--- config.mk ---
export PLATFORM = sky130hd
export DESIGN_NAME = vid_capture_packer
export DESIGN_NICKNAME = d
export VERILOG_FILES = /design/src/rtl/vcp_pkg.sv /design/src/rtl/vcp_frame_arm.sv /design/src/rtl/vcp_line_track.sv /design/src/rtl/vcp_half_steer.sv /design/src/rtl/vid_capture_packer.sv
export SDC_FILE = /design/constraint.sdc
export NUM_CORES = 1
export LEC_CHECK = 0
export CAP_MARGIN = 10
export CORE_MARGIN = 4
export CORE_UTILIZATION = 40
export CTS_CLUSTER_SIZE = 40
export DETAILED_ROUTE_END_ITERATION = 12
export PLACE_DENSITY = 0.72
export REMOVE_ABC_BUFFERS = 1
export SLEW_MARGIN = 10
export SYNTH_ARGS = -nofsm -noshare
export SYNTH_HDL_FRONTEND = slang
export SYNTH_HIERARCHICAL = 1
export SYNTH_SLANG_ARGS = --single-unit
--- constraint.sdc ---
create_clock -name clk_i -period 3 [get_ports clk_i]
set_input_delay 0.6 -clock clk_i [delete_from_list [all_inputs] [get_ports clk_i]]
set_output_delay 0.6 -clock clk_i [all_outputs]
set_load 0.02 [all_outputs]
--- src/rtl/vcp_pkg.sv ---
package vcp_pkg;
  typedef enum logic {
    HALF_LO = 1'b0,
    HALF_HI = 1'b1
  } half_e;
endpackage

--- src/rtl/vcp_frame_arm.sv ---
module vcp_frame_arm #(
  parameter logic FIRST_FIELD = 1'b0
) (
  input  logic clk_i,
  input  logic rst_ni,
  input  logic sw_rst_i,
  input  logic vref_i,
  input  logic field_i,
  output logic armed_o
);
  logic armed_q;
  logic frame_start;

  assign frame_start = vref_i && (field_i == FIRST_FIELD);

  always_ff @(posedge clk_i or negedge rst_ni) begin
    if (!rst_ni)          armed_q <= 1'b0;
    else if (sw_rst_i)    armed_q <= 1'b0;
    else if (frame_start) armed_q <= 1'b1;
  end

  assign armed_o = armed_q;

  // sticky once set
  a_r6_stays_armed: assert property (@(posedge clk_i) disable iff (!rst_ni)
    armed_q && !sw_rst_i |=> armed_q);

  // only a first-field vertical reference arms
  a_r2_arm_needs_frame: assert property (@(posedge clk_i) disable iff (!rst_ni)
    !armed_q && !(vref_i && field_i == FIRST_FIELD) |=> !armed_q);
endmodule

--- src/rtl/vcp_line_track.sv ---
module vcp_line_track (
  input  logic clk_i,
  input  logic rst_ni,
  input  logic sw_rst_i,
  input  logic dv_i,
  output logic dv_rise_o,
  output logic dv_fall_o
);
  logic dv_q;

  always_ff @(posedge clk_i or negedge rst_ni) begin
    if (!rst_ni)       dv_q <= 1'b0;
    else if (sw_rst_i) dv_q <= 1'b0;
    else               dv_q <= dv_i;
  end

  assign dv_rise_o = dv_i && !dv_q;
  assign dv_fall_o = !dv_i && dv_q;
endmodule

--- src/rtl/vcp_half_steer.sv ---
module vcp_half_steer
  import vcp_pkg::*;
#(
  parameter int unsigned DATA_W   = 16,
  parameter logic [DATA_W-1:0] PAD_WORD = '0
) (
  input  logic              clk_i,
  input  logic              rst_ni,
  input  logic              sw_rst_i,
  input  logic              dv_i,
  input  logic              armed_i,
  input  logic              dv_rise_i,
  input  logic              dv_fall_i,
  input  logic [DATA_W-1:0] data_i,
  output logic              wr_lo_o,
  output logic              wr_hi_o,
  output logic              pad_o,
  output logic [DATA_W-1:0] wr_data_o
);
  half_e             half_q, sel_now;
  logic              qual, do_pad;
  logic              wr_lo_q, wr_hi_q, pad_q;
  logic [DATA_W-1:0] data_q;

  assign qual    = dv_i && armed_i;
  assign sel_now = dv_rise_i ? HALF_LO : half_q;
  assign do_pad  = dv_fall_i && armed_i && (half_q == HALF_HI);

  always_ff @(posedge clk_i or negedge rst_ni) begin
    if (!rst_ni) begin
      half_q  <= HALF_LO;
      wr_lo_q <= 1'b0;
      wr_hi_q <= 1'b0;
      pad_q   <= 1'b0;
      data_q  <= '0;
    end else if (sw_rst_i) begin
      half_q  <= HALF_LO;
      wr_lo_q <= 1'b0;
      wr_hi_q <= 1'b0;
      pad_q   <= 1'b0;
      data_q  <= '0;
    end else begin
      wr_lo_q <= qual && (sel_now == HALF_LO);
      wr_hi_q <= (qual && (sel_now == HALF_HI)) || do_pad;
      pad_q   <= do_pad;
      if (qual)        data_q <= data_i;
      else if (do_pad) data_q <= PAD_WORD;
      if (qual)                        half_q <= (sel_now == HALF_LO) ? HALF_HI : HALF_LO;
      else if (dv_fall_i || dv_rise_i) half_q <= HALF_LO;
    end
  end

  assign wr_lo_o   = wr_lo_q;
  assign wr_hi_o   = wr_hi_q;
  assign pad_o     = pad_q;
  assign wr_data_o = data_q;

  // every armed line opens on the low half
  a_r5_line_starts_low: assert property (@(posedge clk_i) disable iff (!rst_ni)
    dv_rise_i && armed_i && !sw_rst_i |=> wr_lo_o);

  // pad write closes an odd line
  a_r7_pad_on_odd: assert property (@(posedge clk_i) disable iff (!rst_ni)
    wr_lo_o && !dv_i && armed_i && !sw_rst_i |=> wr_hi_o && pad_o);

  // pad flag only rides on a high-half write
  a_r8_pad_with_hi: assert property (@(posedge clk_i) disable iff (!rst_ni)
    pad_o |-> wr_hi_o);
endmodule

--- src/rtl/vid_capture_packer.sv ---
module vid_capture_packer #(
  parameter int unsigned       DATA_W      = 16,
  parameter logic              FIRST_FIELD = 1'b0,
  parameter logic [DATA_W-1:0] PAD_WORD    = '0
) (
  input  logic              clk_i,
  input  logic              rst_ni,
  input  logic              sw_rst_i,
  input  logic [DATA_W-1:0] vid_data_i,
  input  logic              dv_i,
  input  logic              vref_i,
  input  logic              field_i,
  output logic [DATA_W-1:0] wr_data_o,
  output logic              wr_lo_o,
  output logic              wr_hi_o,
  output logic              pad_o,
  output logic              capture_en_o,
  output logic              fifo_rst_o
);
  logic armed, dv_rise, dv_fall;
  logic fifo_rst_q;

  always_ff @(posedge clk_i or negedge rst_ni) begin
    if (!rst_ni) fifo_rst_q <= 1'b1;
    else         fifo_rst_q <= sw_rst_i;
  end
  assign fifo_rst_o = fifo_rst_q;

  vcp_frame_arm #(.FIRST_FIELD(FIRST_FIELD)) u_arm (
    .clk_i, .rst_ni, .sw_rst_i, .vref_i, .field_i, .armed_o(armed)
  );

  vcp_line_track u_line (
    .clk_i, .rst_ni, .sw_rst_i, .dv_i, .dv_rise_o(dv_rise), .dv_fall_o(dv_fall)
  );

  vcp_half_steer #(.DATA_W(DATA_W), .PAD_WORD(PAD_WORD)) u_steer (
    .clk_i, .rst_ni, .sw_rst_i, .dv_i,
    .armed_i  (armed),
    .dv_rise_i(dv_rise),
    .dv_fall_i(dv_fall),
    .data_i   (vid_data_i),
    .wr_lo_o, .wr_hi_o, .pad_o, .wr_data_o
  );

  assign capture_en_o = armed;

  // one bank at a time
  a_r8_one_strobe: assert property (@(posedge clk_i) disable iff (!rst_ni)
    !(wr_lo_o && wr_hi_o));

  // a low-half write needs a qualified sample one cycle earlier
  a_r3_lo_qualified: assert property (@(posedge clk_i) disable iff (!rst_ni)
    wr_lo_o |-> $past(dv_i) && $past(capture_en_o));

  // a non-pad high-half write needs a qualified sample too
  a_r3_hi_qualified: assert property (@(posedge clk_i) disable iff (!rst_ni)
    wr_hi_o && !pad_o |-> $past(dv_i) && $past(capture_en_o));

  // software reset silences the outputs
  a_r1_sw_reset: assert property (@(posedge clk_i) disable iff (!rst_ni)
    sw_rst_i |=> fifo_rst_o && !capture_en_o && !wr_lo_o && !wr_hi_o);
endmodule

---- Yosys cells after proc, flatten, opt, wreduce, memory -nomap -nowiden ----
Index checks and enable logic that the tools add are counted.
operators by class
  reduce and logical (&&, ||, !) cells .... 15
  multiplexer cells ....................... 14
  bitwise gates (word level) .............. 2
operators by type and width
  kind                 count
  $mux W16             3
  $mux W1              11
  $logic_and A1 B1 Y1  8
  $reduce_bool A3 Y1   2
  $logic_not A1 Y1     2
  $logic_or A1 B1 Y1   2
  $not A1 Y1           2
  $reduce_bool A2 Y1   1
storage, ports and cells
  output and inout bits ................... 21
  logic and storage cells ................. 39
  input bits .............................. 22
  register bits ........................... 23

---- Logic depth before layout (Yosys ltp) ----
  word-level depth ........................ 7
  mapped depth ............................ 4
  gate-level depth less buffers ........... 3

---- Cells and area by module ----
Netlist, hierarchy kept.
by module, submodules not included
  module              cells an instance  seq. area each (µm²)  area an instance (µm²)  times used
  vcp_half_steer      105                500.5                 1147.4                  1
  vcp_frame_arm       4                  25.0                  43.8                    1
  vcp_line_track      4                  25.0                  43.8                    1
  vid_capture_packer  1                  26.3                  26.3                    1

---- Worst setup path after synthesis ----
No wires, ideal clock.
  kind .................................... input port to flip-flop
  start point ............................. input port dv_i
  end point ............................... register u_steer.data_q[10], in the netlist u_steer/wr_data_o[10]
  required time ........................... 2920 ps
  setup slack ............................. 1605 ps
  arrival ................................. 1315 ps
  buffers on the path ..................... 2
  stages .................................. 4
  library setup time ...................... 80 ps
  path through ............................ buf_6 -> a211o_4 -> buf_6 -> o211ai_2
on the way
  longest elaborated chain between the ends .. 5
  elaborated cells on any way between the ends .. 8
  classes of those cells .................. 2 x mux; 6 x reduce/logical
ends and longest elaborated chain
  item                                 line                      RTL
  start: declaration                   vid_capture_packer.sv:10  input logic dv_i,
  $logic_not A1 Y1                     vcp_line_track.sv:18      assign dv_fall_o = !dv_i && dv_q;
  $logic_and A1 B1 Y1                  vcp_line_track.sv:18
  $logic_and A1 B1 Y1 (2 in a row)     vcp_half_steer.sv:27      assign do_pad = dv_fall_i && armed_i && (half_q == HALF_HI);
  $reduce_bool A3 Y1 (no source line)  -
  end signal: assignment               vcp_half_steer.sv:46      if (qual) data_q <= data_i;
  end: declaration                     vcp_half_steer.sv:23      logic [DATA_W-1:0] data_q;
Parallel ways exist; a longest one is shown, timed or not.
A chain may end at the register's enable or synchronous reset.

---- Worst setup path after layout ----
  start point ............................. register fifo_rst_q, in the netlist fifo_rst_o
  end point ............................... output port fifo_rst_o
RTL lines
  item                      line                      RTL
  start: declaration        vid_capture_packer.sv:21  logic fifo_rst_q;
  start signal: assignment  vid_capture_packer.sv:25  else fifo_rst_q <= sw_rst_i;
  end: declaration          vid_capture_packer.sv:18  output logic fifo_rst_o
No word-level cell between the ends.

==> metrics.csv <==
metric,value,unit
RSZ-0062 raised after global routing,no,
worst r2r src,u_arm/armed_o,
flip-flop and latch area,577,µm²
Max Slew Vio Count,0,
synth warn,6,
Die Span Y,64.2,µm
Netlist cell types,22,
DRC Markers,0,
CTS tree,done,
ANT nets after route,0,
Worst Skew,0.00168,ns
Synth-to-Final Area Change,37.9,%
H-Tree Depth,1,
crit-path leading delay family,buffers and inverters,
slowest cell on the critical path,clkdlybuf4s50_1,
Multi-input gate area,563,µm²
Initial Util,0.417,
Die ar.,4120,µm²
Clk Tree Root Cell,clkbuf_4,
DPL Wire Length,2.05,mm
Die W,64.2,µm
Post-Syn Area per Cell,11.1,µm²
Global Route Usage Sum,0.153,
Post-Route WL,2.90,mm
Setup crit end kind,output port,
Reg2Reg Depth,3,
worst path bufs/invs,1,
setup TNS,0,ns
core box area,3030,µm²
Fin. Hold Viols,0,
Antenna Cells,0,
crit-path max FO,1,
nets,178,
grt total ovfl,0,
"Critical Path, Cell by Cell",clkdlybuf4s50_1,
1st-iter DRT viols,29,
hold crit path type,reg -> reg,
post-layout util,0.574,
Hold EP,u_steer/wr_data_o[3],
r2r endpoint,u_steer/wr_data_o[11],
CTS max path bufs,2,
I/O pin total,43,
Post-CTS Setup Inserts,0,
final period utilization,0.676,
WP data arrival,1.43,ns
synthesized area,1260,µm²
max_cap viols,0,
final setup vio count,0,
layout cells sized above 1,0.161,
f_max,493,MHz
Critical Path RT,2.40,ns
final-layout fill cell count,275,
hold_buf cts,0,
Cell Pwr Density,365,nW/µm²
vias in the first global route,1069,
first-pass GRT wire length,5.03,mm
Clock transition at path regs,0.12,ns
slew at the pin closest to its max-slew limit,0.528,ns
Seq cells post-synth,23,
WL/cell,14.6,µm
slew margin rel.,0.647,
via count,1020,
max incr delay on CP,0.59,ns
number of antenna violations at the first check in global routing,0,
Reg2Reg Setup Slack,1.68,ns
Setup CP Type,reg -> out,
Tmin final,2.03,ns
Startpoint Class,register,
row cnt,20,
Port-buffer cells,42,
status,"finished, final reports clean",
worst vdd ir,0.165,mV
clock sinks,23,
hold depth,2,
final RePlAce weighted congestion,0.755,
min-delay src,u_steer/wr_data_o[3],
post-CTS resize count,0,
"Seq/Total Area, Yosys",0.457,
Via-to-Cell Ratio,5.13,
drt pass-1 iters,4,
synthesized instance count,114,
cts bufs inserted,3,
worst skew pair latency,0.30,ns
Leakage,0.669,nW
largest net degree at the start of global routing,37,
-- power by group --
group / switching [mW] / leakage [nW] / internal, mW
Clock: 0.0916 / 0.0150 / 0.0518
Sequential: 0.0118 / 0.311 / 0.327
Combinational: 0.0747 / 0.343 / 0.0779
Total: 0.178 / 0.669 / 0.457
-- cells in the final DEF, fill, tap and decap left out, drive strengths merged, types with 2 or more instances in the layout --
| cell type | instances |
|---|---|
| buf | 4 |
| clkbuf | 4 |
| clkdlybuf4s50 | 42 |
| dfrtp | 22 |
| inv | 18 |
| nand2 | 2 |
| nand2b | 2 |
| nand4b | 16 |
| nor2 | 2 |
| nor2b | 4 |
| o211ai | 16 |
| or3b | 16 |
-- area by class of cell --
type	count	area share
inverters	18	0.0388
multi-input cells	64	0.324
repair buffers	46	0.259
flip-flops and latches	23	0.332
clock buffers	4	0.0151
well taps	44	0.0317
-- cells in the mapped netlist (all sizes together) --
library cell,number,area (µm²)
o211ai,16,170
nor2,2,7.51
o2bb2ai,1,8.76
a21oi,1,8.76
clkbuf,5,18.8
dfstp,1,26.3
buf,4,35.0
nand2b,2,12.5
a211o,1,17.5
nor2b,4,25.0
nand3b,1,7.51
nand4b,16,140
o32ai,1,8.76
or3b,16,140
nor4b,1,8.76
nand2,2,7.51
dfrtp,22,551
inv,18,67.6
-- routing by layer --
metal  part of all wire  vias up  global-route usage  wire [µm]
met5                  0        -                   0          0
met4             0.0093        0              0.0633         27
met3              0.042        2              0.0211        123
met2               0.48       27               0.252       1400
met1               0.46      499               0.202       1350
li1                   -      492                   -          -
-- worst min-delay path, stage by stage (launching register included) --
cell      delay (ns)
dfrtp_1         0.40
inv_1           0.07
o211ai_2        0.08
-- cell families (layout without fill, tap and decap cells) --
group,Yosys count,after routing,synth area share
AOI/OAI and AO/OA,20,20,0.170
and+or+nand+nor,44,44,0.277
buffers and inverters,27,68,0.0962
DFF,23,23,0.457
-- worst max-delay path by stage --
stage,end,startpoint,cells past startpoint
after CTS,fifo_rst_o,fifo_rst_o,1
final,fifo_rst_o,fifo_rst_o,1
after global placement,u_steer/wr_data_o[12],sw_rst_i,4
after floorplan,capture_en_o,u_arm/armed_o,0
after detailed placement,u_steer/wr_data_o[11],sw_rst_i,4
after global routing,fifo_rst_o,fifo_rst_o,1
-- sequential cells by signal, indices dropped and copies added, names as in the netlist --
register and count:
u_steer/wr_data_o 16, fifo_rst_o 1, u_arm/armed_o 1, u_line/dv_q 1, u_steer/half_q 1, u_steer/pad_o 1
u_steer/wr_hi_o 1, u_steer/wr_lo_o 1
-- through the flow --
step | instances | hold slack (ns) | total power [mW] | setup slack (ns) | instance area [µm²]
6_report | 199 | 0.584 | 0.635 | 0.971 | 1740
3_5_place_dp | 195 | 0.570 | 0.498 | 0.731 | 1710
2_1_floorplan | 105 | 0.304 | 0.408 | 1.54 | 1210
3_3_place_gp | 195 | 0.563 | 0.496 | 0.733 | 1710
4_1_cts | 199 | 0.590 | 0.641 | 0.956 | 1740
5_1_grt | 199 | 0.615 | 0.666 | 0.933 | 1740
Power figures use the tool's default switching activity.
